===== config.mk =====
export PLATFORM = sky130hd
export DESIGN_NAME = fbr_seq
export DESIGN_NICKNAME = d
export VERILOG_FILES = /design/src/rtl/fbr_pkg.sv /design/src/rtl/fbr_edge.sv /design/src/rtl/fbr_timer.sv /design/src/rtl/fbr_seq.sv
export SDC_FILE = /design/constraint.sdc
export NUM_CORES = 1
export LEC_CHECK = 0
export BUFFER_PORTS_ARGS = -buffer_cell sky130_fd_sc_hd__buf_2
export CAP_MARGIN = 10
export CORE_MARGIN = 2
export CORE_UTILIZATION = 55
export CTS_CLUSTER_SIZE = 24
export DETAILED_ROUTE_END_ITERATION = 16
export HOLD_SLACK_MARGIN = 0.15
export PLACE_DENSITY = 0.9
export SYNTH_ARGS = -nofsm -noshare
export SYNTH_HDL_FRONTEND = slang
export SYNTH_HIERARCHICAL = 1
export SYNTH_SLANG_ARGS = --single-unit

===== constraint.sdc =====
create_clock -name clk -period 2.8 [get_ports clk]
set_input_delay 0.42 -clock clk [delete_from_list [all_inputs] [get_ports clk]]
set_output_delay 0.42 -clock clk [all_outputs]
set_load 0.03 [all_outputs]

===== src/rtl/fbr_pkg.sv =====
package fbr_pkg;
  typedef enum logic [2:0] {
    S_IDLE, S_WR, S_RISE, S_READ, S_FALL, S_STAT, S_SWAIT
  } st_t;

  localparam logic [15:0] A_BLK   = 16'hF100;
  localparam logic [15:0] A_DSEL  = 16'hF101;
  localparam logic [15:0] A_PAGE  = 16'hF107;
  localparam logic [15:0] A_BUFC  = 16'hF200;
  localparam logic [15:0] A_CNT   = 16'hF104;
  localparam logic [15:0] A_INT   = 16'hF241;
  localparam logic [15:0] A_CMD   = 16'hF220;
  localparam logic [15:0] A_STAT  = 16'hF240;
  localparam logic [15:0] CMD_BLKRD = 16'h000A;
  localparam logic [15:0] BUFC_VAL  = 16'h0800;
  localparam int          ERR_BIT   = 10;
  localparam int          NUM_WR    = 7;
endpackage


===== src/rtl/fbr_edge.sv =====
module fbr_edge (
  input  logic clk,
  input  logic rst,
  input  logic lvl,
  output logic rise,
  output logic fall
);
  logic q;

  always_ff @(posedge clk) begin
    if (rst) q <= 1'b0;
    else     q <= lvl;
  end

  assign rise = lvl & ~q;
  assign fall = ~lvl & q;

  // a rising edge is reported only when the line was low on the previous cycle
  a_r5_rise_from_low: assert property (@(posedge clk) disable iff (rst)
    rise |-> !$past(lvl));
endmodule


===== src/rtl/fbr_timer.sv =====
module fbr_timer #(
  parameter int LIMIT = 1000
) (
  input  logic clk,
  input  logic rst,
  input  logic run,
  input  logic clr,
  output logic expired
);
  localparam int CW = $clog2(LIMIT + 1);
  logic [CW-1:0] cnt;

  always_ff @(posedge clk) begin
    if (rst || !run || clr) cnt <= '0;
    else if (!expired)      cnt <= cnt + 1'b1;
  end

  assign expired = (cnt == CW'(LIMIT));

  // the wait counter never passes its limit
  a_r10_cnt_bound: assert property (@(posedge clk) disable iff (rst)
    expired |=> (cnt == '0) || expired);
endmodule


===== src/rtl/fbr_seq.sv =====
module fbr_seq
  import fbr_pkg::*;
#(
  parameter int          WORDS     = 4,
  parameter int          CNT_W     = 8,
  parameter int          TMO_CYC   = 1000,
  parameter logic [15:0] BUF0_ADDR = 16'h0200,
  parameter logic [15:0] BUF1_ADDR = 16'h0600
) (
  input  logic             clk,
  input  logic             rst,
  input  logic             start,
  input  logic [15:0]      blk_addr,
  input  logic             die_sel,
  input  logic [5:0]       page_start,
  input  logic [CNT_W-1:0] page_cnt,
  output logic [15:0]      bus_addr,
  output logic [15:0]      bus_wdata,
  output logic             bus_we,
  output logic             bus_re,
  input  logic [15:0]      bus_rdata,
  input  logic             int_in,
  output logic             chip_en,
  output logic [15:0]      str_data,
  output logic             str_valid,
  output logic             busy,
  output logic             done,
  output logic             err
);
  localparam int MAXI  = (WORDS > NUM_WR) ? WORDS : NUM_WR;
  localparam int IDX_W = $clog2(MAXI);

  st_t              state, st_n;
  logic [IDX_W-1:0] widx;
  logic [CNT_W-1:0] pg, cnt_q;
  logic [15:0]      blk_q;
  logic             die_q, bsel, rd_buf, str_d, stat_d;
  logic [5:0]       pst_q;
  logic             rise_ev, fall_ev, tmo;
  logic [15:0]      wr_addr, wr_data;
  logic             last_word, last_page;

  fbr_edge u_edge (.clk(clk), .rst(rst), .lvl(int_in), .rise(rise_ev), .fall(fall_ev));

  fbr_timer #(.LIMIT(TMO_CYC)) u_tmo (
    .clk(clk), .rst(rst),
    .run((state == S_RISE) || (state == S_FALL)),
    .clr(rise_ev | fall_ev),
    .expired(tmo)
  );

  assign last_word = (widx == IDX_W'(WORDS - 1));
  assign last_page = (({1'b0, pg} + (CNT_W+1)'(1)) >= {1'b0, cnt_q});
  assign busy      = (state != S_IDLE);

  always_comb begin
    case (widx)
      IDX_W'(0): begin wr_addr = A_BLK;  wr_data = blk_q;                  end
      IDX_W'(1): begin wr_addr = A_DSEL; wr_data = {die_q, 15'b0};         end
      IDX_W'(2): begin wr_addr = A_PAGE; wr_data = {8'h00, pst_q, 2'b00};  end
      IDX_W'(3): begin wr_addr = A_BUFC; wr_data = BUFC_VAL;               end
      IDX_W'(4): begin wr_addr = A_CNT;  wr_data = 16'(cnt_q);             end
      IDX_W'(5): begin wr_addr = A_INT;  wr_data = 16'h0000;               end
      default:   begin wr_addr = A_CMD;  wr_data = CMD_BLKRD;              end
    endcase
  end

  always_comb begin
    st_n = state;
    case (state)
      S_IDLE:  if (start) st_n = S_WR;
      S_WR:    if (widx == IDX_W'(NUM_WR - 1)) st_n = S_RISE;
      S_RISE:  if (rise_ev) st_n = S_READ; else if (tmo) st_n = S_IDLE;
      S_READ:  if (last_word) st_n = last_page ? S_STAT : S_FALL;
      S_FALL:  if (fall_ev) st_n = S_RISE; else if (tmo) st_n = S_IDLE;
      S_STAT:  st_n = S_SWAIT;
      S_SWAIT: if (stat_d) st_n = S_IDLE;
      default: st_n = S_IDLE;
    endcase
  end

  always_ff @(posedge clk) begin
    if (rst) begin
      state <= S_IDLE; widx <= '0; pg <= '0; cnt_q <= '0; blk_q <= '0;
      die_q <= 1'b0; pst_q <= '0; bsel <= 1'b0; rd_buf <= 1'b0;
      str_d <= 1'b0; stat_d <= 1'b0; bus_addr <= '0; bus_wdata <= '0;
      bus_we <= 1'b0; bus_re <= 1'b0; chip_en <= 1'b0;
      str_data <= '0; str_valid <= 1'b0; done <= 1'b0; err <= 1'b0;
    end else begin
      state     <= st_n;
      bus_we    <= 1'b0;
      bus_re    <= 1'b0;
      done      <= 1'b0;
      err       <= 1'b0;
      chip_en   <= (state != S_IDLE) && (state != S_RISE);
      str_d     <= bus_re && rd_buf;
      stat_d    <= bus_re && !rd_buf;
      str_valid <= str_d;
      if (str_d) str_data <= bus_rdata;
      case (state)
        S_IDLE: if (start) begin
          blk_q <= blk_addr; die_q <= die_sel; pst_q <= page_start;
          cnt_q <= page_cnt; widx <= '0; pg <= '0; bsel <= 1'b0;
        end
        S_WR: begin
          bus_we    <= 1'b1;
          bus_addr  <= wr_addr;
          bus_wdata <= wr_data;
          widx      <= (widx == IDX_W'(NUM_WR - 1)) ? '0 : widx + 1'b1;
        end
        S_READ: begin
          bus_re   <= 1'b1;
          rd_buf   <= 1'b1;
          bus_addr <= (bsel ? BUF1_ADDR : BUF0_ADDR) + 16'(widx);
          if (last_word) begin
            widx <= '0;
            pg   <= pg + 1'b1;
            bsel <= ~bsel;
          end else begin
            widx <= widx + 1'b1;
          end
        end
        S_STAT: begin
          bus_re   <= 1'b1;
          rd_buf   <= 1'b0;
          bus_addr <= A_STAT;
        end
        S_SWAIT: if (stat_d) begin
          done <= 1'b1;
          err  <= bus_rdata[ERR_BIT];
        end
        S_RISE: if (!rise_ev && tmo) begin done <= 1'b1; err <= 1'b1; end
        S_FALL: if (!fall_ev && tmo) begin done <= 1'b1; err <= 1'b1; end
        default: ;
      endcase
    end
  end

  // read and write strobes never share a cycle
  a_r3_no_rw_overlap: assert property (@(posedge clk) disable iff (rst)
    !(bus_we && bus_re));
  // the device is selected for every bus access
  a_r6_ce_on_access: assert property (@(posedge clk) disable iff (rst)
    (bus_we || bus_re) |-> chip_en);
  // once the interrupt falls after a page, chip enable drops two cycles later
  a_r6_ce_drop: assert property (@(posedge clk) disable iff (rst)
    (state == S_FALL && fall_ev) |=> ##1 !chip_en);
  // done is a single-cycle pulse
  a_r8_done_pulse: assert property (@(posedge clk) disable iff (rst)
    done |=> !done);
  // err never appears without done
  a_r8_err_with_done: assert property (@(posedge clk) disable iff (rst)
    err |-> done);
  // a start request while busy leaves the captured count unchanged
  a_r9_start_busy: assert property (@(posedge clk) disable iff (rst)
    (busy && start) |=> $stable(cnt_q));
endmodule


==> results.yml <==
clocking:
  hold_buffers: 0
  cts_sinks: 107
  clock_path_buffers: 2
  htree_num_levels: 3
  numCtsBuffers: 9
  cts_resized: 0
  clk_pin_slew_ns: 0.10
  clk_latency_ns: 0.37
  cts_setup_buffers: 0
  cts_tree: "yes"
  root_buffer: "clkbuf_8"
layout:
  diodes: 0
  final_cell_area_sq_um: 5602
  stdcell_count: 765
  fillers: 736
  nets: 721
  drive_above_1_share: 0.2192
  area_delta_synth_final_pct: 12.37
synthesis:
  ys_seq_elements: 107
  synthArstFlopShare: 0
  yosys.area.top_type: "dfxtp_1"
  ys_top_cells_by_area: "dfxtp_1 (43%), a21oi_1 (6.5%), nand2_1 (6.5%)"
  syn_area_sq_um: 4985
  postSynthAreaPerCell_sq_um: 8.624
  synth_enable_flop_cells: 0
  synth_top_area_share: 0.4297
  yosys_warnings: 6
  synthCells: 578
  yosysUniqueCellTypes: 65
  ys_seq_area_frac: 0.4297
  synthFlopType: "dfxtp_1"
sta:
  fmax_ghz: 0.3993
  hold_viol: 0
  maxSlewViolCount: 0
  tightest_slew_ns: 0.9509
  fin_skew_ns: 0.009213
  rsz0062_at_grt: "no"
  fin_crit_ns: 2.504
  setup_viol: 0
  tns_ns: 0
  period_share: 0.8944
  slew_headroom: 0.3660
die:
  initial_core_util: 0.5688
  pin_count: 106
  die-area_sq_um: 9841
  die_x_um: 99.20
  die_h_um: 99.20
  core_area_sq_um: 8763
  num_rows: 34
global_routing:
  gr-total-overflow: 0
  antenna_found_initial: 0
  grt_pass1_vias: 4180
  grt_max_degree: 52
  grt_usage: 0.2402
  grt_pass1_wl_mm: 19.42
detailed_routing:
  vias: 4387
  drc: 0
  wl_per_cell_um: 15.49
  dr.first_iter.drc_count: 277
  vias_per_cell: 5.735
  ant_nets: 0
  drt_first_pass_iters: 6
  wl_mm: 11.85
power_and_ir_drop:
  ir_worst_vdd_mv: 0.3719
  power_density_nw_per_um2: 586.3
  leakage_nw: 2.283
worst_setup_path:
  crit_required_ns: 3.06
  r2r_slack_ns: 0.30
  worstSetupEndpointType: "flop"
  crit_arrival_ns: 2.77
  start_kind: "flop"
  critPathKind: "flop to flop"
  crit_chain: "ha_1 > and3_1 > nand3_1 > xnor2_1 > ha_1 > a21oi_1 > and3_1 > o21ai_0 > a211o_1"
  critPathMaxStageDelay_ns: 0.50
  slowest_stage: "dfxtp_1"
  path_max_fanout: 9
placed_design:
  io_buffer_count: 101
  place.gp.congestion: 0.8850
  place_hpwl_mm: 8.445
  dpl_cell_area_sq_um: 5428
  dp_cells: 750
status:
  status: "complete, no violations"
run:
  drv_cap: 0
min_path:
  min_path_type: "input port to flop"
placed cells by master (no fill, tap or decap), drive strengths merged, types with 3 or more instances in the layout:
master / instances
xor2: 4
nor3b: 8
nor2b: 14
a221oi: 4
buf: 109
and3: 3
a22o: 4
or3: 6
nand3b: 4
mux2i: 19
clkinv: 3
o21ai: 11
nand4: 3
nor2: 59
clkbuf: 9
nand2: 86
ha: 17
nand2b: 5
a22oi: 7
and2: 3
a21oi: 66
nand4b: 3
nand3: 16
xnor2: 5
dfxtp: 107
nor3: 6
a211oi: 13
conb: 4
inv: 19
a41oi: 4
o22ai: 6
power by group:
part	internal (mW)	total, mW	leakage, nW	switching (mW)
Clock	0.330	0.861	0.0876	0.531
Combinational	0.245	0.714	1.33	0.469
Sequential	1.62	1.71	0.870	0.0907
worst paths after layout:
| check | startpoint | to | cells past startpoint |
|---|---|---|---|
| setup / recovery | pg[0] | state[0] | 9 |
| hold / removal | page_cnt[4] | cnt_q[4] | 3 |
| setup reg to reg | pg[0] | state[0] | 9 |
| hold reg to reg | pst_q[4] | pst_q[4] | 2 |
layout make-up:
| cell class | count | area (sq um) | share of cell area |
|---|---|---|---|
| Multi-Input combinational cell | 409 | 2509 | 0.4478 |
| Sequential cell | 107 | 2142 | 0.3824 |
| Timing Repair Buffer | 109 | 578.1 | 0.1032 |
| Tap cell | 108 | 135.1 | 0.02412 |
| Clock buffer | 9 | 123.9 | 0.02211 |
| Inverter | 17 | 63.81 | 0.01139 |
| Clock inverter | 6 | 50.05 | 0.008935 |
Yosys cell counts, types with 6 or more instances:
library cell and count:
buf_2 15, a211oi_1 9, nor2b_1 14, a21oi_1 65
nand2_1 86, buf_4 10, buf_6 6, nand3_1 15
nor2_1 58, nor3b_1 6, o22ai_1 6, ha_1 17
clkbuf_1 14, o21ai_0 9, a22oi_1 7, dfxtp_1 107
mux2i_1 19, inv_1 17
per-layer routing:
metal	wire length, um	GRT usage	up-vias
met1	4820	0.2994	2056
met4	273	0.08535	0
li1	-	-	2136
met3	805	0.05200	26
met2	5948	0.4106	169
met5	0	0	-
critical path: cells and delay by family (launching register included):
family | cells | cell delay [ns]
fa+ha+maj | 2 | 0.63
simple gates | 3 | 0.61
xor+xnor | 1 | 0.16
flops | 1 | 0.50
compound gates | 3 | 0.50
stage by stage:
step                hold slack (ns)  utilization  power, mW  setup WS (ns)
floorplan                    0.4304            -      2.274         0.5286
global placement             0.4380       0.6194      2.420         0.4976
detailed placement           0.4439       0.6194      2.450         0.3898
CTS                          0.2704       0.6392      3.289         0.3080
global route                 0.2740       0.6392      3.441        0.09611
finish                       0.2769       0.6392      3.284         0.2956
sequential cells by signal, indices dropped and copies added, names as in the netlist, 3 cells and up:
signal	count
bus_wdata	16
bus_addr	9
state	3
pst_q	6
cnt_q	8
blk_q	16
u_tmo/cnt	10
str_data	16
pg	8
widx	3
kinds of logic after synthesis:
group,count (synthesis),share of synthesized area
other,1,0.0007523
multiplexers,19,0.03815
buffers and inverters,65,0.06927
XOR/XNOR,9,0.01581
flip-flops,107,0.4297
AO/OA/AOI/OAI,135,0.1765
adder cells (fa/ha/maj),17,0.04267
AND/OR/NAND/NOR,225,0.2272
(Power assumes the default switching activity.)
